File: src/rtl/regBatchPkg.sv
package regBatchPkg;

  localparam int BYTE_W = 8;
  localparam int ADDR_W = 16;
  localparam int SUB_W  = 4;
  // Item counter width; covers batches of up to 15 items.
  localparam int IDX_W  = 4;

  localparam logic [SUB_W-1:0] SUB_WRITE = 4'd0;
  localparam logic [SUB_W-1:0] SUB_READ  = 4'd1;
  localparam logic [SUB_W-1:0] SUB_RMW   = 4'd2;

  typedef enum logic [1:0] {
    ST_IDLE,
    ST_XFER,
    ST_RMW_RD,
    ST_RMW_WR
  } engStateE;

  typedef struct packed {
    logic             loadPayload;
    logic             clearRdBuf;
    logic             rdItem;
    logic             wrItem;
    logic             rmwRead;
    logic             rmwWrite;
    logic [IDX_W-1:0] itemIdx;
    logic [IDX_W-1:0] itemCnt;
  } ctrlStrobeT;

endpackage

File: src/rtl/batchCtrl.sv
module batchCtrl
  import regBatchPkg::*;
#(
  parameter int          MAX_ITEMS = 5,
  parameter int          SIZE_W    = 8,
  parameter logic [7:0]  CMD_CODE  = 8'hFF
) (
  input  logic               clk,
  input  logic               rstN,
  input  logic               startIn,
  input  logic [7:0]         cmdCodeIn,
  input  logic [SUB_W-1:0]   subCmdIn,
  input  logic [SIZE_W-1:0]  sizeIn,
  output ctrlStrobeT         strobe,
  output logic               busy,
  output logic               doneOut,
  output logic               errOut
);

  engStateE         state;
  logic [IDX_W-1:0] idxQ;
  logic [IDX_W-1:0] cntQ;
  logic             isWrQ;
  logic             doneQ;
  logic             errQ;

  logic [IDX_W-1:0] readN;
  logic [IDX_W-1:0] writeN;
  logic             cmdOk;
  logic             launch;

  // Size decode: item count implied by the byte count for each form.
  always_comb begin
    readN  = '0;
    writeN = '0;
    for (int n = 1; n <= MAX_ITEMS; n++) begin
      if (sizeIn == SIZE_W'(2 * n)) readN  = IDX_W'(n);
      if (sizeIn == SIZE_W'(3 * n)) writeN = IDX_W'(n);
    end
  end

  always_comb begin
    cmdOk = 1'b0;
    if (cmdCodeIn == CMD_CODE) begin
      unique case (subCmdIn)
        SUB_READ:  cmdOk = (readN != '0);
        SUB_WRITE: cmdOk = (writeN != '0);
        SUB_RMW:   cmdOk = (sizeIn == SIZE_W'(4));
        default:   cmdOk = 1'b0;
      endcase
    end
  end

  assign launch = startIn && (state == ST_IDLE);

  always_ff @(posedge clk or negedge rstN) begin
    if (!rstN) begin
      state <= ST_IDLE;
      idxQ  <= '0;
      cntQ  <= '0;
      isWrQ <= 1'b0;
      doneQ <= 1'b0;
      errQ  <= 1'b0;
    end else begin
      doneQ <= 1'b0;
      unique case (state)
        ST_IDLE: begin
          if (startIn) begin
            if (!cmdOk) begin
              doneQ <= 1'b1;
              errQ  <= 1'b1;
            end else if (subCmdIn == SUB_RMW) begin
              state <= ST_RMW_RD;
              idxQ  <= '0;
              cntQ  <= IDX_W'(1);
            end else begin
              state <= ST_XFER;
              idxQ  <= '0;
              cntQ  <= (subCmdIn == SUB_READ) ? readN : writeN;
              isWrQ <= (subCmdIn == SUB_WRITE);
            end
          end
        end
        ST_XFER: begin
          if (idxQ == cntQ - IDX_W'(1)) begin
            state <= ST_IDLE;
            doneQ <= 1'b1;
            errQ  <= 1'b0;
          end else begin
            idxQ <= idxQ + IDX_W'(1);
          end
        end
        ST_RMW_RD: state <= ST_RMW_WR;
        ST_RMW_WR: begin
          state <= ST_IDLE;
          doneQ <= 1'b1;
          errQ  <= 1'b0;
        end
        default: state <= ST_IDLE;
      endcase
    end
  end

  always_comb begin
    strobe             = '0;
    strobe.loadPayload = launch && cmdOk;
    strobe.clearRdBuf  = launch && cmdOk && (subCmdIn == SUB_READ);
    strobe.rdItem      = (state == ST_XFER) && !isWrQ;
    strobe.wrItem      = (state == ST_XFER) && isWrQ;
    strobe.rmwRead     = (state == ST_RMW_RD);
    strobe.rmwWrite    = (state == ST_RMW_WR);
    strobe.itemIdx     = idxQ;
    strobe.itemCnt     = cntQ;
  end

  assign busy    = (state != ST_IDLE);
  assign doneOut = doneQ;
  assign errOut  = errQ;

endmodule

File: src/rtl/batchDatapath.sv
module batchDatapath
  import regBatchPkg::*;
#(
  parameter int MAX_ITEMS = 5,
  localparam int WBUF_BYTES = (3 * MAX_ITEMS > 4) ? 3 * MAX_ITEMS : 4,
  localparam int PAY_W      = WBUF_BYTES * BYTE_W,
  localparam int RBUF_W     = MAX_ITEMS * BYTE_W
) (
  input  logic              clk,
  input  logic              rstN,
  input  ctrlStrobeT        strobe,
  input  logic [PAY_W-1:0]  payloadIn,
  input  logic [BYTE_W-1:0] rfRdData,
  output logic [ADDR_W-1:0] rfAddr,
  output logic              rfRdEn,
  output logic              rfWrEn,
  output logic [BYTE_W-1:0] rfWrData,
  output logic [RBUF_W-1:0] rdBufOut
);

  localparam int SEL_W = $clog2(WBUF_BYTES);

  logic [PAY_W-1:0]  payloadQ;
  logic [BYTE_W-1:0] payByte [WBUF_BYTES];
  logic [BYTE_W-1:0] rmwOldQ;
  logic [SEL_W-1:0]  loSel;
  logic [SEL_W-1:0]  hiSel;
  logic [SEL_W-1:0]  dataSel;

  always_ff @(posedge clk or negedge rstN) begin
    if (!rstN)                   payloadQ <= '0;
    else if (strobe.loadPayload) payloadQ <= payloadIn;
  end

  for (genvar b = 0; b < WBUF_BYTES; b++) begin : g_pay
    assign payByte[b] = payloadQ[b*BYTE_W +: BYTE_W];
  end

  always_comb begin
    loSel   = SEL_W'(2 * strobe.itemIdx);
    hiSel   = SEL_W'(2 * strobe.itemIdx + 1);
    dataSel = SEL_W'(2 * strobe.itemCnt + strobe.itemIdx);
  end

  always_ff @(posedge clk or negedge rstN) begin
    if (!rstN)               rmwOldQ <= '0;
    else if (strobe.rmwRead) rmwOldQ <= rfRdData;
  end

  assign rfAddr   = {payByte[hiSel], payByte[loSel]};
  assign rfRdEn   = strobe.rdItem | strobe.rmwRead;
  assign rfWrEn   = strobe.wrItem | strobe.rmwWrite;
  assign rfWrData = strobe.rmwWrite
                  ? ((rmwOldQ & ~payByte[3]) | (payByte[2] & payByte[3]))
                  : payByte[dataSel];

  for (genvar g = 0; g < MAX_ITEMS; g++) begin : g_rdbuf
    logic [BYTE_W-1:0] slotQ;
    always_ff @(posedge clk or negedge rstN) begin
      if (!rstN)                  slotQ <= '0;
      else if (strobe.clearRdBuf) slotQ <= '0;
      else if (strobe.rdItem && strobe.itemIdx == IDX_W'(g))
                                  slotQ <= rfRdData;
    end
    assign rdBufOut[g*BYTE_W +: BYTE_W] = slotQ;
  end

endmodule

File: src/rtl/regBatchEngine.sv
module regBatchEngine
  import regBatchPkg::*;
#(
  parameter int         MAX_ITEMS = 5,
  parameter int         SIZE_W    = 8,
  parameter logic [7:0] CMD_CODE  = 8'hFF,
  localparam int WBUF_BYTES = (3 * MAX_ITEMS > 4) ? 3 * MAX_ITEMS : 4,
  localparam int PAY_W      = WBUF_BYTES * BYTE_W,
  localparam int RBUF_W     = MAX_ITEMS * BYTE_W
) (
  input  logic              clk,
  input  logic              rstN,
  input  logic              startIn,
  input  logic [7:0]        cmdCodeIn,
  input  logic [SUB_W-1:0]  subCmdIn,
  input  logic [SIZE_W-1:0] sizeIn,
  input  logic [PAY_W-1:0]  payloadIn,
  output logic [ADDR_W-1:0] rfAddr,
  output logic              rfRdEn,
  input  logic [BYTE_W-1:0] rfRdData,
  output logic              rfWrEn,
  output logic [BYTE_W-1:0] rfWrData,
  output logic              busy,
  output logic              doneOut,
  output logic              errOut,
  output logic [RBUF_W-1:0] rdBufOut
);

  ctrlStrobeT strobe;

  batchCtrl #(
    .MAX_ITEMS(MAX_ITEMS),
    .SIZE_W   (SIZE_W),
    .CMD_CODE (CMD_CODE)
  ) u_ctrl (
    .clk      (clk),
    .rstN     (rstN),
    .startIn  (startIn),
    .cmdCodeIn(cmdCodeIn),
    .subCmdIn (subCmdIn),
    .sizeIn   (sizeIn),
    .strobe   (strobe),
    .busy     (busy),
    .doneOut  (doneOut),
    .errOut   (errOut)
  );

  batchDatapath #(
    .MAX_ITEMS(MAX_ITEMS)
  ) u_dp (
    .clk      (clk),
    .rstN     (rstN),
    .strobe   (strobe),
    .payloadIn(payloadIn),
    .rfRdData (rfRdData),
    .rfAddr   (rfAddr),
    .rfRdEn   (rfRdEn),
    .rfWrEn   (rfWrEn),
    .rfWrData (rfWrData),
    .rdBufOut (rdBufOut)
  );

endmodule

File: config.mk
export PLATFORM = sky130hd
export DESIGN_NAME = regBatchEngine
export DESIGN_NICKNAME = d
export VERILOG_FILES = /design/src/rtl/regBatchPkg.sv /design/src/rtl/batchCtrl.sv /design/src/rtl/batchDatapath.sv /design/src/rtl/regBatchEngine.sv
export SDC_FILE = /design/constraint.sdc
export NUM_CORES = 1
export LEC_CHECK = 0
export ABC_AREA = 1
export BUFFER_PORTS_ARGS = -buffer_cell sky130_fd_sc_hd__buf_2
export CAP_MARGIN = 20
export CORE_MARGIN = 2
export CORE_UTILIZATION = 50
export CTS_CLUSTER_DIAMETER = 80
export CTS_CLUSTER_SIZE = 40
export DETAILED_ROUTE_END_ITERATION = 12
export GPL_TIMING_DRIVEN = 0
export HOLD_SLACK_MARGIN = 0.12
export PLACE_DENSITY = 0.75
export SYNTH_ARGS = -nofsm -noshare
export SYNTH_HDL_FRONTEND = slang
export SYNTH_SLANG_ARGS = --single-unit
export TNS_END_PERCENT = 20
File: constraint.sdc
create_clock -name clk -period 3.06 [get_ports clk]
set_clock_uncertainty 0.1 [all_clocks]
set_input_delay 0.612 -clock clk [delete_from_list [all_inputs] [get_ports clk]]
set_output_delay 0.612 -clock clk [all_outputs]
set_load 0.03 [all_outputs]
-- Word-level counts from Yosys, hierarchy flattened
Index checks and enable logic that the tools add are counted.
- add/sub/neg operators: 4
- order comparisons: 3
- equality and inequality tests: 25
- muxes and demuxes: 51
- bitwise gates (word level): 10
- reduce and logical (&&, ||, !) cells: 29
- operator list (cell ; count):
    8-bit 2-to-1 mux ; 17
    8-bit binary-select mux with 4-bit select ; 3
    8-bit by 4-bit == test with 1-bit output, second input constant ; 5
    4-bit 2-to-1 mux ; 9
    8-bit bitwise AND ; 2
    8-bit by 2-bit == test with 1-bit output, second input constant ; 2
    8-bit by 3-bit == test with 1-bit output, second input constant ; 2
    5-bit greater-or-equal comparator, second input constant ; 3
    4-bit inverter with 5-bit output ; 3
    2-bit nonzero test ; 7
    4-bit by 2-bit == test with 1-bit output, second input constant ; 3
    2-bit 2-to-1 mux ; 6
    4-bit AND reduction ; 3
    1-bit logical AND ; 10
    1-bit 2-to-1 mux ; 9
    1-bit one-hot mux with 3 select lines ; 3
    4-bit by 1-bit adder with 4-bit output, second input constant ; 2
    4-bit by 1-bit == test with 1-bit output, second input constant ; 2
    8-bit == test, second input constant ; 1
    4-bit logical NOT ; 2
    8-bit inverter ; 1
    8-bit bitwise OR ; 1
    2-bit one-hot mux with 4 select lines ; 1
    4-bit one-hot mux with 2 select lines ; 1
    other kinds (16) ; 24
- bits in registers: 181
- bits of input ports: 151
- output and inout port bits: 69

-- Longest topological paths before layout
Gate-level depths: netlist (run 1).
- depth in word-level cells: 12
- depth in mapped cells: 14

-- By module
From an unflattened synthesis (run 1), not the netlist that was laid out.
- cells, all modules: 1243
- area total of the unflattened synthesis: 9873.2 µm²
- by module, submodules not included (module ; times used ; cells an instance ; area an instance (µm²) ; sequential area each (µm²)):
    batchDatapath ; 1 ; 1081 ; 8775.9 ; 4204.0
    batchCtrl ; 1 ; 162 ; 1097.3 ; 300.3

-- Worst setup path before layout (run 1)
Ideal clock, no wire load.
- kind: reg2out
- start: register u_ctrl.cntQ[0]
- end: output port rfWrData[3]
- data arrival time: 2.261 ns
- path slack: 0.087 ns
- stages on the path, launching flop included: 9
- path through: dfrtp_1 -> ha_1 -> fa_1 -> xor2_1 -> xor2_1 -> inv_1 -> o21ai_0 -> nand2_1 -> o21ai_0
- cells in the longest elaborated chain, start to end: 6
- ends and longest elaborated chain (item ; line ; source):
    from (decl) ; batchCtrl.sv:22 ; logic [IDX_W-1:0] cntQ;
    from (signal assigned) ; batchCtrl.sv:79 ; cntQ <= (subCmdIn == SUB_READ) ? readN : writeN;
    4-bit adder ; batchDatapath.sv:42 ; dataSel = SEL_W'(2 * strobe.itemCnt + strobe.itemIdx);
    4-bit inverter with 5-bit output (not written as such) ; batchDatapath.sv:55 ; : payByte[dataSel];
    8-bit binary-select mux with 4-bit select ; batchDatapath.sv:55 ;
    8-bit 2-to-1 mux (not written as such) (2 in a row) ; batchDatapath.sv:55 ;
    8-bit 2-to-1 mux ; batchDatapath.sv:54 ; ? ((rmwOldQ & ~payByte[3]) | (payByte[2] & payByte[3]))
    to (decl) ; regBatchEngine.sv:22 ; output logic [BYTE_W-1:0] rfWrData,
Every way passes these cells. The select of a mux whose other input is x is not followed.

-- Final worst setup path (run 1)
- start: register u_ctrl.idxQ[1]
- end: output port rfWrData[5]
- cells in the longest elaborated chain, start to end: 6
- ends and longest elaborated chain (item ; line ; source):
    from (decl) ; batchCtrl.sv:21 ; logic [IDX_W-1:0] idxQ;
    from (signal assigned) ; batchCtrl.sv:90 ; idxQ <= idxQ + IDX_W'(1);
    4-bit adder ; batchDatapath.sv:42 ;
    4-bit inverter with 5-bit output (not written as such) ; batchDatapath.sv:55 ;
    8-bit binary-select mux with 4-bit select ; batchDatapath.sv:55 ;
    8-bit 2-to-1 mux (not written as such) (2 in a row) ; batchDatapath.sv:55 ;
    8-bit 2-to-1 mux ; batchDatapath.sv:54 ;
Every way passes these cells. The select of a mux whose other input is x is not followed.

==> impl_results.md, run 1 <==
* Status: complete, but fails checks
* Violated checks: setup timing
* Clk pin slew, worst setup/hold paths at 80 ps
* H-tree levels at 4
* HPWL after DPL at 27500 um
* FILL cells at 1687
* Syn Nets at 1449
* Drt via density at 5.72
* Critical path fanouts, max at 7
* Post-synthesis mux area share at 1.35%
* Total Routing Usage GR at 36.4%
* CTS tree: yes
* Slew HR at 50.0%
* Clock power share at 21.8%
* Insertion delay to the later sink of the worst-skew pair at 440 ps
* Reg power frac at 27.6%
* Hold_sp: payloadIn[104]
* Number of flops mapped to enable cells by yosys at 0
* Comb power frac at 50.6%
* Hold Path Sink: u_dp.payloadQ[104]
* DRT Pass-1 Iters at 6
* Syn avg cell area at 7.46 um^2
* Row Count at 50
* Number of global-route vias before repair at 9592
* I/O pin total at 220
* Vias post-DR at 10400
* RSZ-0062 raised after global routing: yes
* Die W at 143 um
* Slew Limit Fails at 0
* Area share of the largest cell type after synthesis at 46.8%
* Worst Max-Slew Pin Slew at 751 ps
* First-pass GRT wire length at 55200 um
* Peak supply drop at 0.453 mV
* Max Fclk at 284 MHz
* Max-cap violations at 0
* Die footprint at 20400 um^2
* Main area contributors after synthesis: dfrtp_1 (47%), nand2_1 (22%), nand3_1 (6.2%)
* Arr. time, crit path at 2800 ps
* Post-synth top area cell: dfrtp_1
* Reg2reg end: u_dp.g_rdbuf[0].slotQ[0]
* Core footprint at 18800 um^2
* Synth Area in Adders at 0.988%
* Post-DRT Antenna Nets at 0
* Pint at 5360 uW
* Hold Path Cell Cnt at 3
* Layout area overhead at 26.1%
* DRT iter0 DRCs at 1278
* RD Place Congestion at 1.03
* Yosys cell types at 38
* DRC Markers at 0
* Cell area after synthesis at 9630 um^2
* Fin crit period at 3520 ps
* Initial antenna violation count at 0
* Initial core utilization at 51.1%
* Sw Share at 47.8%
* Nets at 1700
* Reg2Reg Setup Slack at 350 ps
* Grt ovf at 0
* Syn Inst Count at 1291
* Root Buffer: clkbuf_16
* Post-Synth XOR/XNOR Area at 0.637%
* Required @ worst endpoint at 2350 ps
* Die Ht at 143 um
* Asr flop ratio synth at 100%
* Top-count cell post-synth: nand2_1
* CP Launch Type: register
* Routed WL per cell at 20.4 um
* Register area at 4510 um^2
* Tcrit/Tclk final at 115%
* Largest family of logic cells by synthesized area: simple AND/OR/NAND/NOR gates
* CTS buffer count at 17
* Setup crit end kind: primary output
* Reg-to-reg startpoint: u_ctrl.idxQ[1]
* Total negative setup slack at -4080 ps
* Placed Cells at 1771
* Port bufs at 219
* Final Non-Filler Cells at 1815
* Post-synthesis sequential area ratio at 46.8%
* Multi-input gate area at 4630 um^2
* Compound-Gate Fraction of Synth Area at 12.8%
* FF+latch count, synth at 180
* Ys flop type: dfrtp_1
* Number of diodes at 0
* TritonCTS Sinks at 180
* Power per Cell Area at 845 nW/um^2
* Leakage at 0.00638 uW
* Commonest cells in the netlist: nand2_1 (559), dfrtp_1 (180), nand3_1 (119)
* Yosys warns at 0
* Final hold viol count at 0
* Sw Pwr at 4910 uW
* Clock Path Buffers at 2
* Post-Synth Simple-Gate Area at 30.5%
* Layout cells sized above 1 at 25.0%
* Critical path class: reg -> out
* Largest net degree at the start of global routing at 103
* Worst r2r path cells at 9
* Setup WS post-layout at -456 ps
* Final setup fails at 19
* Min-delay worst type: in -> reg
* Detailed Route WL at 37000 um
worst max path at each step:
stage               slack (ps)           start  cells past startpoint                  endpoint
floorplan                   90  u_ctrl.cntQ[0]                      8               rfWrData[3]
global placement         -1520            rstN                      1  u_dp.g_rdbuf[0].slotQ[1]
detailed placement        -740  u_ctrl.cntQ[0]                     10               rfWrData[0]
CTS                       -390  u_ctrl.cntQ[0]                     10               rfWrData[5]
global route              -460  u_ctrl.idxQ[1]                     10               rfWrData[5]
finish                    -460  u_ctrl.idxQ[1]                     10               rfWrData[5]
sequential cells by signal (all words and copies together) (netlist names):
register	cells
u_ctrl.cntQ	3
u_ctrl.doneOut	1
u_ctrl.errOut	1
u_ctrl.idxQ	4
u_ctrl.isWrQ	1
u_ctrl.state	2
u_dp.g_rdbuf.slotQ	40
u_dp.payloadQ	120
u_dp.rmwOldQ	8
kinds of logic after synthesis:
kind of cell,Yosys count
AOI/OAI and AO/OA,214
xor gates and xnor gates,7
adders and majority gates,7
buffers and inverters,142
DFF,180
muxes,12
and+or+nand+nor,729
per-stage QoR:
step	hold WS (ps)	util [%]	setup WS, ps	instance area, um^2	power (uW)
2_1_floorplan	216	-	86.5	9630	5700
3_3_place_gp	365	58.7	-1520	11100	7300
3_5_place_dp	366	58.9	-738	11100	7320
4_1_cts	243	63.6	-389	12000	9950
5_1_grt	256	64.5	-460	12100	10700
6_report	257	64.5	-456	12100	10300
what timing repair did:
action,CTS,global route
cloned,0,0
endpoints found under the hold margin,78,0
hold buffers,1,0
gates resized for setup,96,50
pin swaps,9,9
setup buffers,8,4
endpoints found under the setup margin,40,32
cell type report:
cell class                 count  area share (%)
buffer                        73            4.14
clock buffer                  17            3.50
clock inverter                15            1.51
inverter                      68            2.19
multi-input combinational    969            38.1
sequential                   180            37.1
tap                          260            2.68
timing repair buffer         233            10.7
worst max-delay path, stage by stage, from the launching register on:
cell and delay (ps):
dfrtp_2 450, ha_4 170, fa_2 620, clkinvlp_4 150, buf_8 170, o211ai_1 220, o221ai_2 170, o21ai_1 100
nand2_1 70, nand2_2 100, buf_6 130
layout by cell type, fill, tap and decap left out, drive strengths merged, types with 5 or more instances in the layout:
| cell | netlist | layout |
|---|---|---|
| dfrtp | 180 | 180 |
| o221ai | 9 | 9 |
| clkinv | 1 | 7 |
| a211oi | 6 | 6 |
| o211ai | 22 | 22 |
| a21oi | 64 | 64 |
| ha | 6 | 6 |
| nand2 | 560 | 560 |
| o21ai | 90 | 90 |
| nand3 | 120 | 120 |
| buf | 44 | 275 |
| o2111ai | 5 | 5 |
| a22oi | 6 | 6 |
| clkbuf | 30 | 47 |
| nand4 | 7 | 7 |
| inv | 67 | 73 |
| o22ai | 6 | 6 |
| nor2 | 38 | 38 |
| mux2 | 8 | 8 |
layer usage:
| layer | global-route usage (%) | routed length [um] |
|---|---|---|
| met1 | 52.7 | 15800 |
| met4 | 13.3 | 1270 |
| met5 | 0 | 0 |
| met2 | 52.7 | 15700 |
| met3 | 9.59 | 4190 |
power by group through the flow:
stage	logic (uW)	clock network, uW	registers [uW]
after global routing	5460	2340	2860
after detailed placement	4450	0	2880
after floorplan	2400	0	3300
after CTS	4860	2260	2830
after global placement	4440	0	2870
final	5200	2240	2840
Power figures use the tool's default switching activity.
==> run 2: changes to the inputs <==
--- a/config.mk
+++ b/config.mk
@@ -9,13 +9,13 @@
 export BUFFER_PORTS_ARGS = -buffer_cell sky130_fd_sc_hd__buf_2
 export CAP_MARGIN = 20
 export CORE_MARGIN = 2
-export CORE_UTILIZATION = 50
+export CORE_UTILIZATION = 43
 export CTS_CLUSTER_DIAMETER = 80
 export CTS_CLUSTER_SIZE = 40
 export DETAILED_ROUTE_END_ITERATION = 12
 export GPL_TIMING_DRIVEN = 0
 export HOLD_SLACK_MARGIN = 0.12
-export PLACE_DENSITY = 0.75
+export PLACE_DENSITY = 0.66
 export SYNTH_ARGS = -nofsm -noshare
 export SYNTH_HDL_FRONTEND = slang
 export SYNTH_SLANG_ARGS = --single-unit
==> impl_results.md, run 2 (synthesized netlist as in run 1, its figures left out) <==
* Reg2reg end: u_dp.g_rdbuf[0].slotQ[6]
* Sw Pwr at 4900 uW
* Max reg flops at 120
* Pint at 5460 uW
* Largest regs: u_dp.payloadQ x120, u_dp.g_rdbuf.slotQ x40, u_dp.rmwOldQ x8
* CTS tree: yes
* Hold Path Sink: u_dp.payloadQ[65]
* Critical path class: reg -> out
* Min-delay worst type: in -> reg
* Commonest non-fill, non-tap cell in the layout: nand2_1
* RD Place Congestion at 1.02
* Leakage at 0.00639 uW
* First-pass GRT wire length at 56300 um
* Tcrit/Tclk final at 115%
* Cells along the critical path: ha_4 -> inv_1 -> buf_2 -> o22ai_1 -> o31ai_1 -> o21ai_1 -> nand2_1 -> nand2_2 -> buf_6
* Number of global-route vias before repair at 9648
* Power per Cell Area at 850 nW/um^2
* Slew HR at 53.6%
* Max Fclk at 284 MHz
* Clock power share at 22.0%
* DRT Pass-1 Iters at 5
* Comb power frac at 50.7%
* Die Ht at 154 um
* Arr. time, crit path at 2810 ps
* Root Buffer: clkbuf_16
* H-tree levels at 4
* Placed Cells at 1791
* Fin crit period at 3520 ps
* Status: complete, but fails checks
* Slew Limit Fails at 0
* Critical path fanouts, max at 10
* FILL cells at 2168
* Clock Path Buffers at 2
* Layout cells sized above 1 at 25.0%
* Initial antenna violation count at 1
* Vias post-DR at 10100
* I/O pin total at 220
* Post-DRT Antenna Nets at 0
* Hold_ws at 255 ps
* Number of diodes at 0
* Routed WL per cell at 20.3 um
* Worst Max-Slew Pin Slew at 696 ps
* Row Count at 54
* Largest net degree at the start of global routing at 111
* DRT iter0 DRCs at 1024
* Final Non-Filler Cells at 1833
* Core footprint at 21900 um^2
* Initial core utilization at 44.0%
* Insertion delay to the later sink of the worst-skew pair at 440 ps
* Required @ worst endpoint at 2350 ps
* DRC Markers at 0
* Max-cap violations at 0
* Setup WS post-layout at -459 ps
* Nets at 1698
* TritonCTS Sinks at 180
* Biggest register: u_dp.payloadQ
* Total Routing Usage GR at 31.2%
* Clk pin slew, worst setup/hold paths at 80 ps
* Detailed Route WL at 37200 um
* Grt ovf at 0
* Die W at 154 um
* Violated checks: setup timing
* Reg power frac at 27.3%
* Hold Path Cell Cnt at 3
* RSZ-0062 raised after global routing: yes
* Total negative setup slack at -3360 ps
* Reg2Reg Setup Slack at 400 ps
* Setup crit end kind: primary output
* HPWL after DPL at 27800 um
* Worst path slowest cell: o31ai_1
* Port bufs at 219
* Hold_sp: payloadIn[65]
* Final setup fails at 16
* Reg-to-reg startpoint: u_ctrl.idxQ[1]
* Worst r2r path cells at 9
* Commonest non-fill, non-tap cells in the layout: nand2_1 (556), buf_2 (220), dfrtp_1 (178)
* Critical path's largest stage delay at 490 ps
* Die footprint at 23600 um^2
* Layout area overhead at 26.7%
* Sw Share at 47.3%
* CP Launch Type: register
* CTS buffer count at 17
* Drt via density at 5.50
* Post-layout util at 55.7%
* Peak supply drop at 0.445 mV
* Final hold viol count at 0
[run 2: cell count changes in the layout (fill, tap and decap cells not counted), sizes merged]
cell / delta
clkbuf: +1
buf: -3
clkinv: -2
bufinv: +1
clkinvlp: +1
[run 2: routing by layer]
layer	up-vias	global-route usage [%]	routed length (um)
met5	-	0	0
met4	0	9.00	921
met3	63	6.20	4090
met2	579	45.9	15600
met1	4708	46.8	16600
li1	4733	-	-
[run 2: power groups by stage]
stage                     logic (uW)  registers [uW]  clock network (uW)
after floorplan                 2400            3300                   0
after global placement          4490            2860                   0
after detailed placement        4500            2870                   0
after CTS                       5000            2830                2310
after global routing            5520            2860                2410
final                           5260            2830                2280
[run 2: worst max path at each step]
stage | endpoint | start | slack, ps | cells past startpoint
finish | rfWrData[5] | u_ctrl.idxQ[1] | -460 | 9
global route | rfWrData[4] | u_ctrl.idxQ[1] | -470 | 10
CTS | rfWrData[5] | u_ctrl.cntQ[0] | -410 | 10
detailed placement | rfWrData[0] | u_ctrl.cntQ[0] | -850 | 10
global placement | u_dp.payloadQ[15] | rstN | -1590 | 1
floorplan | rfWrData[3] | u_ctrl.cntQ[0] | 90 | 8
[run 2: worst max-delay path: cells and delay by family, from the launching register on]
family | cells | cell delay [ps]
and+or+nand+nor | 2 | 170
AOI/OAI and AO/OA | 3 | 740
buffers and inverters | 3 | 700
adders and majority gates | 1 | 310
DFF | 1 | 440
[run 2: repair_timing]
action,in CTS,in global routing
buffers inserted,8,2
hold endpoints to repair,70,0
endpoints found under the setup margin,40,23
hold buffers,1,0
pin swaps,12,8
resized for setup,120,27
cloned,0,0
[run 2: area by class of cell]
class	instances	area [um^2]	share of cell area, %
Inverter	68	265	2.17
Sequential cell	180	4510	36.9
Clock inverter	15	185	1.52
Buffer	73	526	4.31
Clock buffer	17	425	3.49
Tap cell	280	350	2.87
Timing Repair Buffer	231	1310	10.8
Multi-Input combinational cell	969	4630	37.9
[run 2: stage by stage]
stage | cell area [um^2] | setup WS (ps) | total power, uW
after CTS | 12100 | -409 | 10100
final | 12200 | -459 | 10400
after detailed placement | 11100 | -849 | 7370
after floorplan | 9630 | 86.5 | 5700
after global placement | 11100 | -1590 | 7360
after global routing | 12200 | -473 | 10800
